<file path="config.mk">
export PLATFORM = sky130hd
export DESIGN_NAME = serial_readback_port
export DESIGN_NICKNAME = d
export VERILOG_FILES = /design/src/rtl/rsp_pkg.sv /design/src/rtl/rsp_edge_det.sv /design/src/rtl/rsp_tx_shift.sv /design/src/rtl/rsp_rx_shift.sv /design/src/rtl/rsp_cfg_ctrl.sv /design/src/rtl/serial_readback_port.sv
export SDC_FILE = /design/constraint.sdc
export NUM_CORES = 1
export LEC_CHECK = 0
export CORE_UTILIZATION = 45
export CTS_BUF_LIST = sky130_fd_sc_hd__clkbuf_8 sky130_fd_sc_hd__clkbuf_16
export DETAILED_ROUTE_END_ITERATION = 7
export PLACE_DENSITY = 0.81
export REMOVE_ABC_BUFFERS = 1
export SYNTH_ARGS = -nofsm -noshare
export SYNTH_HDL_FRONTEND = slang
export SYNTH_HIERARCHICAL = 1
export SYNTH_SLANG_ARGS = --single-unit
</file>
<file path="constraint.sdc">
create_clock -name clk_i -period 2.75 [get_ports clk_i]
set_clock_uncertainty 0.2 [all_clocks]
set_input_delay 0.825 -clock clk_i [delete_from_list [all_inputs] [get_ports clk_i]]
set_output_delay 0.825 -clock clk_i [all_outputs]
set_load 0.05 [all_outputs]
</file>
<file path="src/rtl/rsp_pkg.sv">
package rsp_pkg;
  typedef enum logic [1:0] {
    MODE_POS = 2'b00,
    MODE_VEL = 2'b01,
    MODE_RSV = 2'b10,
    MODE_CFG = 2'b11
  } rsp_mode_e;
endpackage

</file>
<file path="src/rtl/rsp_edge_det.sv">
module rsp_edge_det #(
  parameter int unsigned   N       = 2,
  parameter logic [N-1:0]  RST_VAL = '0
) (
  input  logic         clk_i,
  input  logic         rst_ni,
  input  logic [N-1:0] sig_i,
  output logic [N-1:0] rise_o,
  output logic [N-1:0] fall_o
);
  logic [N-1:0] prev_q;

  always_ff @(posedge clk_i or negedge rst_ni) begin
    if (!rst_ni) prev_q <= RST_VAL;
    else         prev_q <= sig_i;
  end

  assign rise_o = sig_i & ~prev_q;
  assign fall_o = ~sig_i & prev_q;
endmodule

</file>
<file path="src/rtl/rsp_tx_shift.sv">
module rsp_tx_shift #(
  parameter int unsigned FRAME_W = 24,
  parameter int unsigned CNT_W   = $clog2(FRAME_W + 1)
) (
  input  logic               clk_i,
  input  logic               rst_ni,
  input  logic               load_i,
  input  logic [FRAME_W-1:0] load_val_i,
  input  logic               active_i,
  input  logic               shift_edge_i,
  output logic               sdo_o
);
  localparam logic [CNT_W-1:0] CNT_MAX = CNT_W'(FRAME_W);

  logic [FRAME_W-1:0] sr_q;
  logic [CNT_W-1:0]   cnt_q;

  // first rising edge of a frame presents bit 0, later edges advance
  always_ff @(posedge clk_i or negedge rst_ni) begin
    if (!rst_ni) begin
      sr_q  <= '0;
      cnt_q <= '0;
    end else if (load_i) begin
      sr_q  <= load_val_i;
      cnt_q <= '0;
    end else if (active_i && shift_edge_i) begin
      if (cnt_q != '0)     sr_q  <= {sr_q[FRAME_W-2:0], 1'b0};
      if (cnt_q != CNT_MAX) cnt_q <= cnt_q + 1'b1;
    end
  end

  assign sdo_o = sr_q[FRAME_W-1];
endmodule

</file>
<file path="src/rtl/rsp_rx_shift.sv">
module rsp_rx_shift #(
  parameter int unsigned BYTE_W  = 8,
  parameter int unsigned FRAME_W = 24,
  parameter int unsigned CNT_W   = $clog2(FRAME_W + 1)
) (
  input  logic              clk_i,
  input  logic              rst_ni,
  input  logic              clr_i,
  input  logic              active_i,
  input  logic              cap_edge_i,
  input  logic              sdi_i,
  output logic [BYTE_W-1:0] byte_o,
  output logic [CNT_W-1:0]  cnt_o
);
  localparam logic [CNT_W-1:0] CNT_MAX = CNT_W'(FRAME_W);

  logic [BYTE_W-1:0] sr_q;
  logic [CNT_W-1:0]  cnt_q;

  always_ff @(posedge clk_i or negedge rst_ni) begin
    if (!rst_ni) begin
      sr_q  <= '0;
      cnt_q <= '0;
    end else if (clr_i) begin
      sr_q  <= '0;
      cnt_q <= '0;
    end else if (active_i && cap_edge_i) begin
      sr_q <= {sr_q[BYTE_W-2:0], sdi_i};
      if (cnt_q != CNT_MAX) cnt_q <= cnt_q + 1'b1;
    end
  end

  assign byte_o = sr_q;
  assign cnt_o  = cnt_q;
endmodule

</file>
<file path="src/rtl/rsp_cfg_ctrl.sv">
module rsp_cfg_ctrl #(
  parameter int unsigned BYTE_W = 8,
  parameter int unsigned ADDR_W = 7,
  parameter int unsigned CNT_W  = 5
) (
  input  logic              clk_i,
  input  logic              rst_ni,
  input  logic              commit_i,
  input  logic [CNT_W-1:0]  cnt_i,
  input  logic [BYTE_W-1:0] byte_i,
  output logic [ADDR_W-1:0] addr_o,
  output logic              wr_o,
  output logic [BYTE_W-1:0] wdata_o
);
  logic [ADDR_W-1:0] addr_q;
  logic [BYTE_W-1:0] wdata_q;
  logic              wr_q;
  logic              await_q;
  logic              full_byte;

  assign full_byte = (cnt_i == CNT_W'(BYTE_W));

  always_ff @(posedge clk_i or negedge rst_ni) begin
    if (!rst_ni) begin
      addr_q  <= '0;
      wdata_q <= '0;
      wr_q    <= 1'b0;
      await_q <= 1'b0;
    end else begin
      wr_q <= 1'b0;
      if (commit_i && full_byte) begin
        if (await_q) begin
          wr_q    <= 1'b1;
          wdata_q <= byte_i;
          await_q <= 1'b0;
        end else if (byte_i[BYTE_W-1]) begin
          addr_q  <= byte_i[ADDR_W-1:0];
          await_q <= 1'b1;
        end
      end
    end
  end

  assign addr_o  = addr_q;
  assign wr_o    = wr_q;
  assign wdata_o = wdata_q;
endmodule

</file>
<file path="src/rtl/serial_readback_port.sv">
module serial_readback_port
  import rsp_pkg::*;
#(
  parameter int unsigned WORD_W = 16,
  parameter int unsigned FLT_W  = 8,
  parameter int unsigned BYTE_W = 8,
  parameter int unsigned ADDR_W = 7
) (
  input  logic              clk_i,
  input  logic              rst_ni,
  input  logic              sel_serial_ni,
  input  logic              csn_i,
  input  logic              fsync_i,
  input  logic              sclk_i,
  input  logic              sdi_i,
  input  logic [1:0]        mode_i,
  input  logic [WORD_W-1:0] pos_i,
  input  logic [WORD_W-1:0] vel_i,
  input  logic [FLT_W-1:0]  fault_i,
  input  logic [BYTE_W-1:0] cfg_rdata_i,
  output logic              sdo_o,
  output logic              sdo_oe_o,
  output logic              cfg_wr_o,
  output logic [ADDR_W-1:0] cfg_addr_o,
  output logic [BYTE_W-1:0] cfg_wdata_o
);
  localparam int unsigned FRAME_W = WORD_W + FLT_W;
  localparam int unsigned CNT_W   = $clog2(FRAME_W + 1);
  localparam int unsigned PAD_W   = FRAME_W - BYTE_W;

  // edge bit 1: fsync, bit 0: sclk
  logic [1:0] rise, fall;
  logic       fs_rise, fs_fall, sc_rise, sc_fall;

  rsp_edge_det #(.N(2), .RST_VAL(2'b10)) u_edge (
    .clk_i (clk_i),
    .rst_ni(rst_ni),
    .sig_i ({fsync_i, sclk_i}),
    .rise_o(rise),
    .fall_o(fall)
  );

  assign fs_rise = rise[1];
  assign fs_fall = fall[1];
  assign sc_rise = rise[0];
  assign sc_fall = fall[0];

  logic      active_q;
  rsp_mode_e mode_q;
  logic      start, stop;

  assign start = fs_fall & ~csn_i & ~sel_serial_ni & ~active_q;
  assign stop  = active_q & (fs_rise | csn_i | sel_serial_ni);

  always_ff @(posedge clk_i or negedge rst_ni) begin
    if (!rst_ni) begin
      active_q <= 1'b0;
      mode_q   <= MODE_POS;
    end else if (start) begin
      active_q <= 1'b1;
      mode_q   <= rsp_mode_e'(mode_i);
    end else if (stop) begin
      active_q <= 1'b0;
    end
  end

  logic [FRAME_W-1:0] load_val;

  always_comb begin
    unique case (rsp_mode_e'(mode_i))
      MODE_POS: load_val = {pos_i, fault_i};
      MODE_VEL: load_val = {vel_i, fault_i};
      MODE_CFG: load_val = {cfg_rdata_i, {PAD_W{1'b0}}};
      default:  load_val = '0;
    endcase
  end

  logic tx_bit;

  rsp_tx_shift #(.FRAME_W(FRAME_W), .CNT_W(CNT_W)) u_tx (
    .clk_i       (clk_i),
    .rst_ni      (rst_ni),
    .load_i      (start),
    .load_val_i  (load_val),
    .active_i    (active_q),
    .shift_edge_i(sc_rise),
    .sdo_o       (tx_bit)
  );

  logic [BYTE_W-1:0] rx_byte;
  logic [CNT_W-1:0]  rx_cnt;

  rsp_rx_shift #(.BYTE_W(BYTE_W), .FRAME_W(FRAME_W), .CNT_W(CNT_W)) u_rx (
    .clk_i     (clk_i),
    .rst_ni    (rst_ni),
    .clr_i     (start),
    .active_i  (active_q),
    .cap_edge_i(sc_fall),
    .sdi_i     (sdi_i),
    .byte_o    (rx_byte),
    .cnt_o     (rx_cnt)
  );

  rsp_cfg_ctrl #(.BYTE_W(BYTE_W), .ADDR_W(ADDR_W), .CNT_W(CNT_W)) u_cfg (
    .clk_i   (clk_i),
    .rst_ni  (rst_ni),
    .commit_i(stop && (mode_q == MODE_CFG)),
    .cnt_i   (rx_cnt),
    .byte_i  (rx_byte),
    .addr_o  (cfg_addr_o),
    .wr_o    (cfg_wr_o),
    .wdata_o (cfg_wdata_o)
  );

  assign sdo_oe_o = active_q;
  assign sdo_o    = active_q & tx_bit;
endmodule

</file>
==> summary.md, run 1 <==
| Metric | Value |
|---|---|
| Status | `finished, final reports clean` |
| Yosys cell types | `46` |
| Post-route setup slack | `0.0411 ns` |
| CTS Buffer Depth | `2` |
| Initial Util | `47.4%` |
| Maximum clock frequency | `0.369 GHz` |
| Syn avg cell area | `10.5 sq um` |
| Initial antenna violation count | `0` |
| Vias | `2988` |
| # H-tree levels | `3` |
| Total grt overflow | `0` |
| Synth Warn # | `6` |
| RSZ-0062 raised after global routing | `no` |
| Setup bufs post-CTS | `0` |
| Cell total after placement | `499` |
| Cell Pwr Density | `489 nW/um^2` |
| Largest net degree at the start of global routing | `65` |
| Cell taking the most area after synthesis | `dfrtp_1` |
| Slew @ Worst Pin | `0.505 ns` |
| Nets | `472` |
| Hold Vio Cnt, Final | `0` |
| Static Leak | `1.97 nW` |
| Die width | `90.3 microns` |
| R2R setup slack | `0.59 ns` |
| Crit path time final | `2.71 ns` |
| Cts hold-fix bufs | `0` |
| Final wirelength | `8270 microns` |
| Sequential cell area | `1600 sq um` |
| Worst Setup EP | `u_tx/sr_q[6]` |
| TritonCTS buffer count | `9` |
| # port buffers | `74` |
| Worst reg-to-reg path cell count | `6` |
| RR Endpoint | `u_tx/cnt_q[0]` |
| Total die area | `8150 sq um` |
| Worst VDD drop | `0.000233 V` |
| Area grow syn2layout | `34.0%` |
| Residual DRC | `0` |
| CTS clk-pin slew, worst paths | `0.07 ns` |
| HP Class | `in -> async` |
| Post-Syn Instances | `333` |
| Ports | `75` |
| Maxcap violations | `0` |
| Root buffer cell | `clkbuf_8` |
| Max-slew violations | `0` |
| Synth top area cells | `dfrtp_1 45%, mux2_2 6.1%, o32ai_1 5.5%, mux2i_1 4.9%, nor3_1 4.3%` |
| Register area share after synthesis | `45.7%` |
| Final setup fails | `0` |
| Synth async-reset ratio | `100%` |
| Crit share post-route | `98.5%` |
| Crit Path Category | `in -> reg` |
| Final instance area | `4700 sq um` |
| R2R Path Start | `u_edge/prev_q[1]` |
| Slew HR | `66.3%` |
| Dpl ws | `-0.429 ns` |
| Worst hold margin | `0.291 ns` |
| Ant diodes | `0` |
| Primary FF master, synth | `dfrtp_1` |
| Post-synth top area share | `44.9%` |
| Final cell count without fillers | `515` |
| CP max FO | `7` |
| Crit. End Element | `flip-flop` |
| ANT nets after route | `0` |
| Cell area after synthesis | `3510 sq um` |
| HPWL Detailed | `5610 microns` |
| Layout cells sized above 1 | `21.2%` |
| Die Y | `90.3 microns` |
| Total Power | `0.00230 W` |
| Drt first-iter violations | `98` |
| Multi-input gate area | `1800 sq um` |
| WP data required | `2.79 ns` |
| Post-synthesis register bit count | `64` |
| Fillcell total | `588` |
| First-pass GRT wire length | `13900 microns` |
| CTS tree | `built` |
| Row count | `31` |
| DRT Pass-1 Iters | `4` |
| Drt wl/cell | `16.1 microns` |
| Global placement routability congestion | `0.830` |
| Worst-skew pair later-pin latency | `0.35 ns` |
| Crit path DAT | `2.75 ns` |
| GRT Resource Usage Total | `21.2%` |
| Clk sink count | `64` |
| Number of synthesized flops with an enable pin | `0` |
| Via density | `5.80` |
| Worst Setup Start Kind | `primary input` |
| Vias in the first global route | `2991` |
| Crit. Startpoint | `fsync_i` |
| Core area | `7410 sq um` |
| Placed cell areas | `4430 sq um` |
-- worst min-delay path by stage --
stage	start	endpoint	slack, ns	depth (start not counted)
detailed placement	u_cfg/wdata_o[4]	u_cfg/wdata_o[4]	0.29	1
floorplan	u_tx/sr_q[0]	u_tx/sr_q[0]	0.27	1
finish	rst_ni	u_tx/cnt_q[1]	0.29	2
global route	rst_ni	u_cfg/addr_o[0]	0.29	2
global placement	u_cfg/addr_o[5]	u_cfg/addr_o[5]	0.29	1
CTS	rst_ni	u_tx/sr_q[23]	0.30	2
-- cell type report --
cell class / instances / share of cell area [%]
inverters: 5 / 0.399
clock inverters: 5 / 1.01
well taps: 99 / 2.64
multi-input cells: 235 / 38.2
clock buffers: 11 / 3.22
repair buffers: 96 / 20.4
flip-flops and latches: 64 / 34.1
-- what timing repair did --
action,in CTS,in global routing
gates cloned,0,0
resized for setup,4,12
setup endpoints to repair,17,19
pin swaps,1,3
-- cell usage after synthesis (2+ instances only) --
cell type / instances
dfrtp_1: 63
nor3_1: 30
nand2_1: 24
o32ai_1: 22
nor2_1: 20
clkbuf_1: 19
mux2_2: 19
mux2i_1: 17
a21oi_1: 13
a311oi_1: 9
nor2b_1: 8
o2bb2ai_1: 8
a211oi_1: 7
a221oi_2: 5
buf_6: 5
inv_1: 5
nand2b_1: 5
nand3_1: 5
o21ai_0: 5
and2b_2: 4
ha_1: 4
or3_1: 4
a221oi_1: 3
a22o_1: 3
and2_1: 2
buf_1: 2
buf_2: 2
o22ai_1: 2
-- power breakdown --
part	leakage, nW	total (W)	switching, W	internal, W
registers	0.878	0.00102	0.0000385	0.000983
logic	0.983	0.000464	0.000223	0.000241
clock network	0.112	0.000815	0.000357	0.000458
total	1.97	0.00230	0.000619	0.00168
-- worst max-delay path: stages --
cell and delay, ns:
clkdlybuf4s50_1 0.48, and2b_2 0.23, nor4b_4 0.14, or3b_4 0.41, or2_4 0.26, buf_4 0.18
a311oi_1 0.24
-- metal layers --
layer  vias to the layer above  share of wire (%)  track usage, %
li1                       1403                  -               -
met1                      1442                 42            25.6
met2                       125                 50            35.9
met3                        18                5.8            4.38
met4                         0                2.4            10.8
met5                         -                  0               0
-- cell usage in the layout (no fill, tap or decap), drive strengths merged, types with 2 or more instances in the layout --
master and count:
or3 4, mux2 19, ha 4, o22ai 2, nor2b 8, clkinv 2
and2b 4, nand2b 5, inv 7, buf 25, nand3 6, a211oi 7
o32ai 22, nor2 21, a22o 3, o2bb2ai 8, and2 4, nand2 24
mux2i 17, clkbuf 11, dfrtp 63, or2 2, clkdlybuf4s50 71, a21oi 13
a221oi 8, o21ai 5, a311oi 9, nor3 30
-- per-stage QoR --
stage                     util (%)  TNS [ns]
after floorplan                  -    -47.71
after global placement        59.7    -12.08
after detailed placement      59.7    -13.56
after CTS                     62.6         0
after global routing          63.5         0
final                         63.5         0
-- registers in the layout, summed over array words and instances, names as in the netlist --
| register | count |
|---|---|
| u_rx/byte_o | 8 |
| sdo_oe_o | 1 |
| u_cfg/wdata_o | 8 |
| u_edge/prev_q | 2 |
| u_cfg/await_q | 1 |
| u_tx/cnt_q | 5 |
| u_tx/sr_q | 24 |
| mode_q | 2 |
| u_rx/cnt_o | 5 |
| u_cfg/addr_o | 7 |
| u_cfg/wr_o | 1 |
-- kinds of logic after synthesis --
kind of cell / Yosys count / share of synthesized area [%]
XOR/XNOR: 1 / 0.250
AO/OA/AOI/OAI: 79 / 18.4
flip-flops: 64 / 45.7
AND/OR/NAND/NOR: 115 / 18.4
buffers and inverters: 34 / 4.89
adder cells (fa/ha/maj): 4 / 1.43
multiplexers: 36 / 10.9
Note: power is estimated with default switching activity, not from simulation.
==> inputs of run 2 (changes only) <==
SLEW_MARGIN = 20   (was default)
==> results of run 2 <==
The final DEF is identical to that of run 1; final timing and power are the same.
